[src/rtl/byte_prog_pkg.sv]
package byte_prog_pkg;
  localparam int BYTE_W = 8;
  localparam logic [BYTE_W-1:0] CMD_ARM    = 8'h40;
  localparam logic [BYTE_W-1:0] CMD_CHECK  = 8'hC0;

  typedef enum logic [2:0] {
    ST_IDLE, ST_ARM, ST_PROG, ST_PULSE, ST_CHECK, ST_READ, ST_CMP
  } seqState_t;

  typedef struct packed {
    logic capture;
    logic wrArm;
    logic wrProg;
    logic wrCheck;
    logic rdBack;
    logic loadWait;
    logic tickWait;
    logic bumpTry;
  } seqCtl_t;
endpackage

[src/rtl/byte_prog_dp.sv]
module byte_prog_dp
  import byte_prog_pkg::*;
#(
  parameter int ADDR_W    = 16,
  parameter int TRY_W     = 5,
  parameter int MAX_TRIES = 25,
  parameter int PULSE_CYC = 2500
) (
  input  logic              clk,
  input  logic              rstN,
  input  seqCtl_t           ctl,
  input  logic [ADDR_W-1:0] reqAddr,
  input  logic [BYTE_W-1:0] reqData,
  input  logic [BYTE_W-1:0] busRdata,
  output logic              waitDone,
  output logic              match,
  output logic              lastTry,
  output logic [TRY_W-1:0]  tries,
  output logic              busWr,
  output logic              busRd,
  output logic [ADDR_W-1:0] busAddr,
  output logic [BYTE_W-1:0] busWdata
);
  localparam int WAIT_W = $clog2(PULSE_CYC + 1);
  localparam logic [WAIT_W-1:0] WAIT_LOAD = WAIT_W'(PULSE_CYC - 1);
  localparam logic [TRY_W-1:0]  TRY_LIM   = TRY_W'(MAX_TRIES);

  logic [ADDR_W-1:0] tgtAddr;
  logic [BYTE_W-1:0] tgtData;
  logic [WAIT_W-1:0] waitCnt;

  always_ff @(posedge clk) begin
    if (!rstN) begin
      tgtAddr <= '0;
      tgtData <= '0;
      tries   <= '0;
      waitCnt <= '0;
    end else begin
      if (ctl.capture) begin
        tgtAddr <= reqAddr;
        tgtData <= reqData;
        tries   <= TRY_W'(1);
      end else if (ctl.bumpTry) begin
        tries <= tries + TRY_W'(1);
      end
      if (ctl.loadWait)
        waitCnt <= WAIT_LOAD;
      else if (ctl.tickWait && waitCnt != '0)
        waitCnt <= waitCnt - WAIT_W'(1);
    end
  end

  assign waitDone = (waitCnt == '0);
  assign match    = (busRdata == tgtData);
  assign lastTry  = (tries >= TRY_LIM);

  always_comb begin
    busWr    = ctl.wrArm | ctl.wrProg | ctl.wrCheck;
    busRd    = ctl.rdBack;
    busAddr  = ctl.wrProg ? tgtAddr : '0;
    busWdata = '0;
    if (ctl.wrArm)   busWdata = CMD_ARM;
    if (ctl.wrProg)  busWdata = tgtData;
    if (ctl.wrCheck) busWdata = CMD_CHECK;
  end
endmodule

[src/rtl/byte_prog_ctl.sv]
module byte_prog_ctl
  import byte_prog_pkg::*;
(
  input  logic    clk,
  input  logic    rstN,
  input  logic    reqValid,
  input  logic    waitDone,
  input  logic    match,
  input  logic    lastTry,
  output logic    reqReady,
  output logic    doneOk,
  output logic    doneFail,
  output seqCtl_t ctl
);
  seqState_t state, stateNxt;
  logic okNxt, failNxt;

  always_comb begin
    stateNxt = state;
    ctl      = '0;
    okNxt    = 1'b0;
    failNxt  = 1'b0;
    unique case (state)
      ST_IDLE: if (reqValid) begin
        ctl.capture = 1'b1;
        stateNxt    = ST_ARM;
      end
      ST_ARM: begin
        ctl.wrArm = 1'b1;
        stateNxt  = ST_PROG;
      end
      ST_PROG: begin
        ctl.wrProg   = 1'b1;
        ctl.loadWait = 1'b1;
        stateNxt     = ST_PULSE;
      end
      ST_PULSE: begin
        ctl.tickWait = 1'b1;
        if (waitDone) stateNxt = ST_CHECK;
      end
      ST_CHECK: begin
        ctl.wrCheck = 1'b1;
        stateNxt    = ST_READ;
      end
      ST_READ: begin
        ctl.rdBack = 1'b1;
        stateNxt   = ST_CMP;
      end
      ST_CMP: begin
        if (match) begin
          okNxt    = 1'b1;
          stateNxt = ST_IDLE;
        end else if (lastTry) begin
          failNxt  = 1'b1;
          stateNxt = ST_IDLE;
        end else begin
          ctl.bumpTry = 1'b1;
          stateNxt    = ST_ARM;
        end
      end
      default: stateNxt = ST_IDLE;
    endcase
  end

  always_ff @(posedge clk) begin
    if (!rstN) begin
      state    <= ST_IDLE;
      doneOk   <= 1'b0;
      doneFail <= 1'b0;
    end else begin
      state    <= stateNxt;
      doneOk   <= okNxt;
      doneFail <= failNxt;
    end
  end

  assign reqReady = (state == ST_IDLE);
endmodule

[src/rtl/byte_prog_seq.sv]
module byte_prog_seq
  import byte_prog_pkg::*;
#(
  parameter int ADDR_W    = 16,
  parameter int TRY_W     = 5,
  parameter int MAX_TRIES = 25,
  parameter int PULSE_CYC = 2500
) (
  input  logic              clk,
  input  logic              rstN,
  input  logic              reqValid,
  output logic              reqReady,
  input  logic [ADDR_W-1:0] reqAddr,
  input  logic [7:0]        reqData,
  output logic              doneOk,
  output logic              doneFail,
  output logic [TRY_W-1:0]  tries,
  output logic              busWr,
  output logic              busRd,
  output logic [ADDR_W-1:0] busAddr,
  output logic [7:0]        busWdata,
  input  logic [7:0]        busRdata
);
  seqCtl_t ctl;
  logic waitDone, match, lastTry;

  byte_prog_ctl i_ctl (
    .clk(clk), .rstN(rstN), .reqValid(reqValid),
    .waitDone(waitDone), .match(match), .lastTry(lastTry),
    .reqReady(reqReady), .doneOk(doneOk), .doneFail(doneFail), .ctl(ctl)
  );

  byte_prog_dp #(
    .ADDR_W(ADDR_W), .TRY_W(TRY_W), .MAX_TRIES(MAX_TRIES), .PULSE_CYC(PULSE_CYC)
  ) i_dp (
    .clk(clk), .rstN(rstN), .ctl(ctl), .reqAddr(reqAddr), .reqData(reqData),
    .busRdata(busRdata), .waitDone(waitDone), .match(match), .lastTry(lastTry),
    .tries(tries), .busWr(busWr), .busRd(busRd), .busAddr(busAddr),
    .busWdata(busWdata)
  );
endmodule

[config.mk]
export PLATFORM = sky130hd
export DESIGN_NAME = byte_prog_seq
export DESIGN_NICKNAME = d
export VERILOG_FILES = /design/src/rtl/byte_prog_pkg.sv /design/src/rtl/byte_prog_dp.sv /design/src/rtl/byte_prog_ctl.sv /design/src/rtl/byte_prog_seq.sv
export SDC_FILE = /design/constraint.sdc
export NUM_CORES = 1
export LEC_CHECK = 0
export ABC_AREA = 0
export BUFFER_PORTS_ARGS = -buffer_cell sky130_fd_sc_hd__buf_2
export CAP_MARGIN = 20
export CORE_MARGIN = 1
export CORE_UTILIZATION = 55
export CTS_CLUSTER_DIAMETER = 30
export DETAILED_ROUTE_END_ITERATION = 8
export GPL_ROUTABILITY_DRIVEN = 1
export PLACE_DENSITY = 0.84
export REMOVE_ABC_BUFFERS = 1
export SLEW_MARGIN = 20
export SYNTH_ARGS = -nofsm -noshare
export SYNTH_HDL_FRONTEND = slang
export SYNTH_HIERARCHICAL = 1
export SYNTH_SLANG_ARGS = --single-unit
[constraint.sdc]
create_clock -name clk -period 4.2 [get_ports clk]
set_input_delay 0.42 -clock clk [delete_from_list [all_inputs] [get_ports clk]]
set_output_delay 0.42 -clock clk [all_outputs]
set_load 0.01 [all_outputs]
### Yosys cells after proc, flatten, opt, wreduce, memory -nomap -nowiden

Index checks and enable logic that the tools add are counted.

* register bits after elaboration: 46
* bits in latches: 0
* memory bits (writable): 0
* bits in read-only memories: 0
* bits of input ports: 35
* output and inout bits: 34
* logic and storage cells: 61
* memories: 0

* add/subtract/negate cells: 2
* multipliers: 0
* div/mod/pow operators: 0
* $lt $le $gt $ge: 1
* equality and inequality tests: 9
* shifts and indexed selects: 0
* multiplexer cells: 25
* bitwise gates (word level): 4
* reductions and logical operators: 11

Operators with widths (count)
* $mux 12: 2
* $pmux 3 s7: 1
* $mux 16: 1
* $mux 8: 2
* $mux 1: 15
* $logic_not 12->1: 1
* $reduce_bool 12->1: 1
* $sub 12x1->12 const B: 1
* $eq 3x3->1 const B: 3
* $mux 3: 3
* $eq 8x8->1: 1
* $mux 7: 1
* $eq 3x2->1 const B: 2
* $add 5x1->5 const B: 1
* $ge 5x5->1 const B: 1
* $reduce_and 2->1: 2
* $reduce_bool 2->1: 2
* $reduce_or 2->1: 2
* $eq 3x1->1 const B: 1
* $logic_not 3->1: 1
* $reduce_or 3->1: 1
* $ne 2x1->1 const B: 1
* $ne 2x2->1 const B: 1
* $not 1->1: 2
* 2 further kinds: 3

### Depth between registers and ports, before layout

* depth in word-level cells: 6
* gate-level depth with buffers: 8
* depth with buffers taken out: 8

### Modules after synthesis

Netlist, hierarchy kept.

By module, submodules not included
* byte_prog_dp: times used 1, cells each 222, area each 2095.8 um2, sequential area each 820.8 um2
* byte_prog_ctl: times used 1, cells each 33, area each 252.7 um2, sequential area each 100.1 um2

### Least setup slack after synthesis

No wires, ideal clock.

* path kind: flip-flop to flip-flop
* from: register i_ctl.state[1]
* to: register i_dp.tgtAddr[12]
* setup time: 116 ps
* data arrival time: 1740 ps
* data required time: 4084 ps
* setup slack: 2344 ps
* stages on the path, launching flop included: 7
* buffers on the path: 2
* clock period less this slack: 1856 ps
* cell sequence: dfxtp_1 nor3_1 and2_1 clkbuf_1 buf_2 mux2i_1 nor2b_1

RTL lines
* start, declared: RTL line byte_prog_ctl.sv:15 `seqState_t state, stateNxt;`
* start signal, assigned: RTL line byte_prog_ctl.sv:71 `state <= stateNxt;`
* end signal, assigned: RTL line byte_prog_dp.sv:40 `tgtAddr <= reqAddr;`
* end, declared: RTL line byte_prog_dp.sv:28 `logic [ADDR_W-1:0] tgtAddr;`

==> key figures <==
Timing
  – Clock skew: 0.00883 ns
  – Minimum clock period: 2.26 ns
  – Fmax: 442 MHz
  – Fin crit share: 53.9%
  – Final setup fails: 0
  – RSZ-0062 raised after global routing: false
  – Setup_tns: 0 ns
  – Max-slew violation count: 0
  – Slew @ Worst Pin: 0.644 ns
  – Fin. Hold Viols: 0
  – Min Hold Slack: 0.372 ns
  – Max_slew headroom: 56.7%

Synth
  – Mapped cell area: 2350 um^2
  – Ys async rst share: 0%
  – Register bit count reported by yosys: 46
  – Synth Area per Inst: 9.21 um^2
  – Post-Synthesis Cells: 255
  – Top FF cell, synth: dfxtp_1
  – Netlist cell types: 44
  – Number of synthesized flops with an enable pin: 0
  – Ys Warns: 6
  – Seq/Total Area, Yosys: 39.2%

CTS
  – Clk root buf: clkbuf_8
  – Setup bufs post-CTS: 0
  – H-tree Lvls: 2
  – Clock sink count: 46
  – Worst skew pair latency: 0.30 ns
  – Hold_buf cts: 0
  – CTS clk-pin slew, worst paths: 0.09 ns
  – Post-CTS sizing: 0
  – CTS max path bufs: 2
  – CTS tree: yes
  – Cts bufs inserted: 5

Setup path
  – Worst setup EP type: output port
  – Worst path bufs/invs: 1
  – Critical path required time: 3.78 ns
  – CP Max Fanout: 9
  – Max incr delay on CP: 0.45 ns
  – Crit-path cells: nor3b_2, nor2b_1, and2_1, buf_2
  – WS Path Type: reg -> out
  – Crit path launch type: register
  – CP top delay family: simple AND/OR/NAND/NOR gates
  – Slowest CP cell: dfxtp_1
  – CP arrival: 1.84 ns

Global route
  – Largest net degree at the start of global routing: 41
  – Total congestion overflow: 0
  – Vias in the first global route: 1771
  – Initial antenna violation count: 0
  – First-pass GRT wire length: 7420 um
  – All-layer global routing usage: 21.4%

Routing
  – Vias: 1949
  – Final antenna-violating net count: 0
  – Via/cell ratio: 5.24
  – DRC Markers: 0
  – Routed Wire Length: 4630 um
  – Iter 0 DRT Violations: 86
  – Routed len/inst: 12.4 um
  – Drt first pass iters: 4

Finish
  – Area grow syn2layout: 20.0%
  – Nets@finish: 360
  – Diodes inserted: 0
  – Layout cells sized above 1: 27.0%

Pwr
  – Cell Pwr Density: 392 nW/um^2
  – Total power: 1.10 mW
  – Peak VDD IR: 0.247 mV
  – Leak: 1.25 nW

Floorplanning
  – Die X: 67.3 um
  – # IOs: 69
  – Die area: 4540 um^2
  – Row cnt: 23
  – Core area: 4060 um^2
  – Initial Util: 57.9%
  – Die height: 67.3 um

Job
  – Max Cap Viol: 0

Placement
  – Gpl congestion: 0.782
  – Post-DP HPWL: 3370 um
  – # port buffers: 68

Run status
  – Status: complete, no violations

Worst hold path
  – Min-delay worst type: in -> reg
-- layout make-up --
class                   count  area [um^2]
fillers                   334         1240
multi-input cells         191         1360
clock inverters             2         16.3
well taps                  50         62.6
flip-flops and latches     46          921
inverters                   7         26.3
repair buffers             70          355
clock buffers               6         82.6
-- cell usage after synthesis (3+ instances only) --
cell	number	area share, %
ha_1	4	2.1
nor2b_1	28	7.5
dfxtp_1	46	39
nor2_1	16	2.6
nand2b_1	6	1.6
a31oi_1	3	0.80
xor2_1	5	1.9
clkbuf_1	7	1.1
xnor2_1	9	3.4
o31a_1	3	1.1
o21ai_0	3	0.64
nand4_1	5	1.3
mux2i_1	25	11
nand2_1	12	1.9
nor4_1	3	0.80
inv_1	7	1.1
and2_1	25	6.7
a21oi_1	5	1.1
nand3_1	4	0.85
nor3_1	4	0.85
o21a_1	4	1.3
-- worst reg2reg max path, delay by kind of cell, from the launching register on --
kind,cells,cell delay (ns)
AND/OR/NAND/NOR,5,1.04
buffers and inverters,1,0.07
flip-flops,1,0.43
adder cells (fa/ha/maj),1,0.17
XOR/XNOR,1,0.18
-- per-stage QoR --
| stage | instance area (um^2) | std cells | utilization, % | setup slack, ns |
|---|---|---|---|---|
| 2_1_floorplan | 2300 | 244 | - | 1.52 |
| 3_3_place_gp | 2720 | 364 | 67.0 | 2.24 |
| 3_5_place_dp | 2720 | 364 | 67.0 | 2.22 |
| 4_1_cts | 2820 | 372 | 69.5 | 1.92 |
| 5_1_grt | 2820 | 372 | 69.5 | 1.76 |
| 6_report | 2820 | 372 | 69.5 | 1.94 |
-- final timing paths --
| path | start | end | slack [ns] | cells past startpoint |
|---|---|---|---|---|
| worst max-delay path | i_ctl/state[1] | busWdata[3] | 1.94 | 4 |
| worst min-delay path | reqData[3] | i_dp/tgtData[3] | 0.37 | 3 |
| worst max register to register | i_dp/tries[1] | i_dp/tries[4] | 2.21 | 8 |
| worst min register to register | i_dp/waitCnt[5] | i_dp/waitCnt[5] | 0.51 | 2 |
-- cell usage in the layout (no fill, tap or decap), drive strengths merged --
| master | n |
|---|---|
| xor2 | 5 |
| o311a | 1 |
| xnor2 | 9 |
| a21boi | 4 |
| a31oi | 3 |
| o21a | 4 |
| and2b | 1 |
| nor4 | 4 |
| or2 | 2 |
| nand2b | 6 |
| nor2b | 28 |
| dfxtp | 46 |
| or4 | 1 |
| nand4 | 5 |
| o31ai | 1 |
| o211ai | 2 |
| o21ai | 3 |
| clkinvlp | 1 |
| a21o | 2 |
| a2111oi | 1 |
| a41o | 1 |
| nor4b | 1 |
| nor3 | 5 |
| nor2 | 16 |
| o31a | 3 |
| ha | 4 |
| or3 | 1 |
| clkbuf | 6 |
| nor3b | 2 |
| buf | 70 |
| a211oi | 1 |
| o41ai | 1 |
| nand2 | 12 |
| inv | 8 |
| a21oi | 5 |
| mux2i | 25 |
| or3b | 2 |
| nand3 | 4 |
| a211o | 1 |
| and2 | 25 |
-- flip-flops by register name, indices dropped and copies added (netlist names) --
name,count
i_dp/tries,5
i_ctl/state,3
i_ctl/doneOk,1
i_dp/tgtAddr,16
i_ctl/doneFail,1
i_dp/waitCnt,12
i_dp/tgtData,8
-- metal layers --
metal | track usage, % | routed length, um
met5 | 0 | 0
met4 | 6.38 | 46
met1 | 25.8 | 2160
met2 | 36.5 | 2160
met3 | 6.25 | 259
-- power by group --
group | switching [mW] | internal (mW)
Sequential | 0.0404 | 0.478
Combinational | 0.157 | 0.138
Clock | 0.154 | 0.136
Total | 0.352 | 0.752
-- kinds of logic after synthesis --
kind of cell	count (synthesis)	synth area share, %
multiplexers	25	10.7
buffers and inverters	18	3.30
flip-flops	46	39.2
AND/OR/NAND/NOR	115	28.6
adder cells (fa/ha/maj)	4	2.13
XOR/XNOR	14	5.22
AO/OA/AOI/OAI	33	10.9
Power figures use the tool's default switching activity.
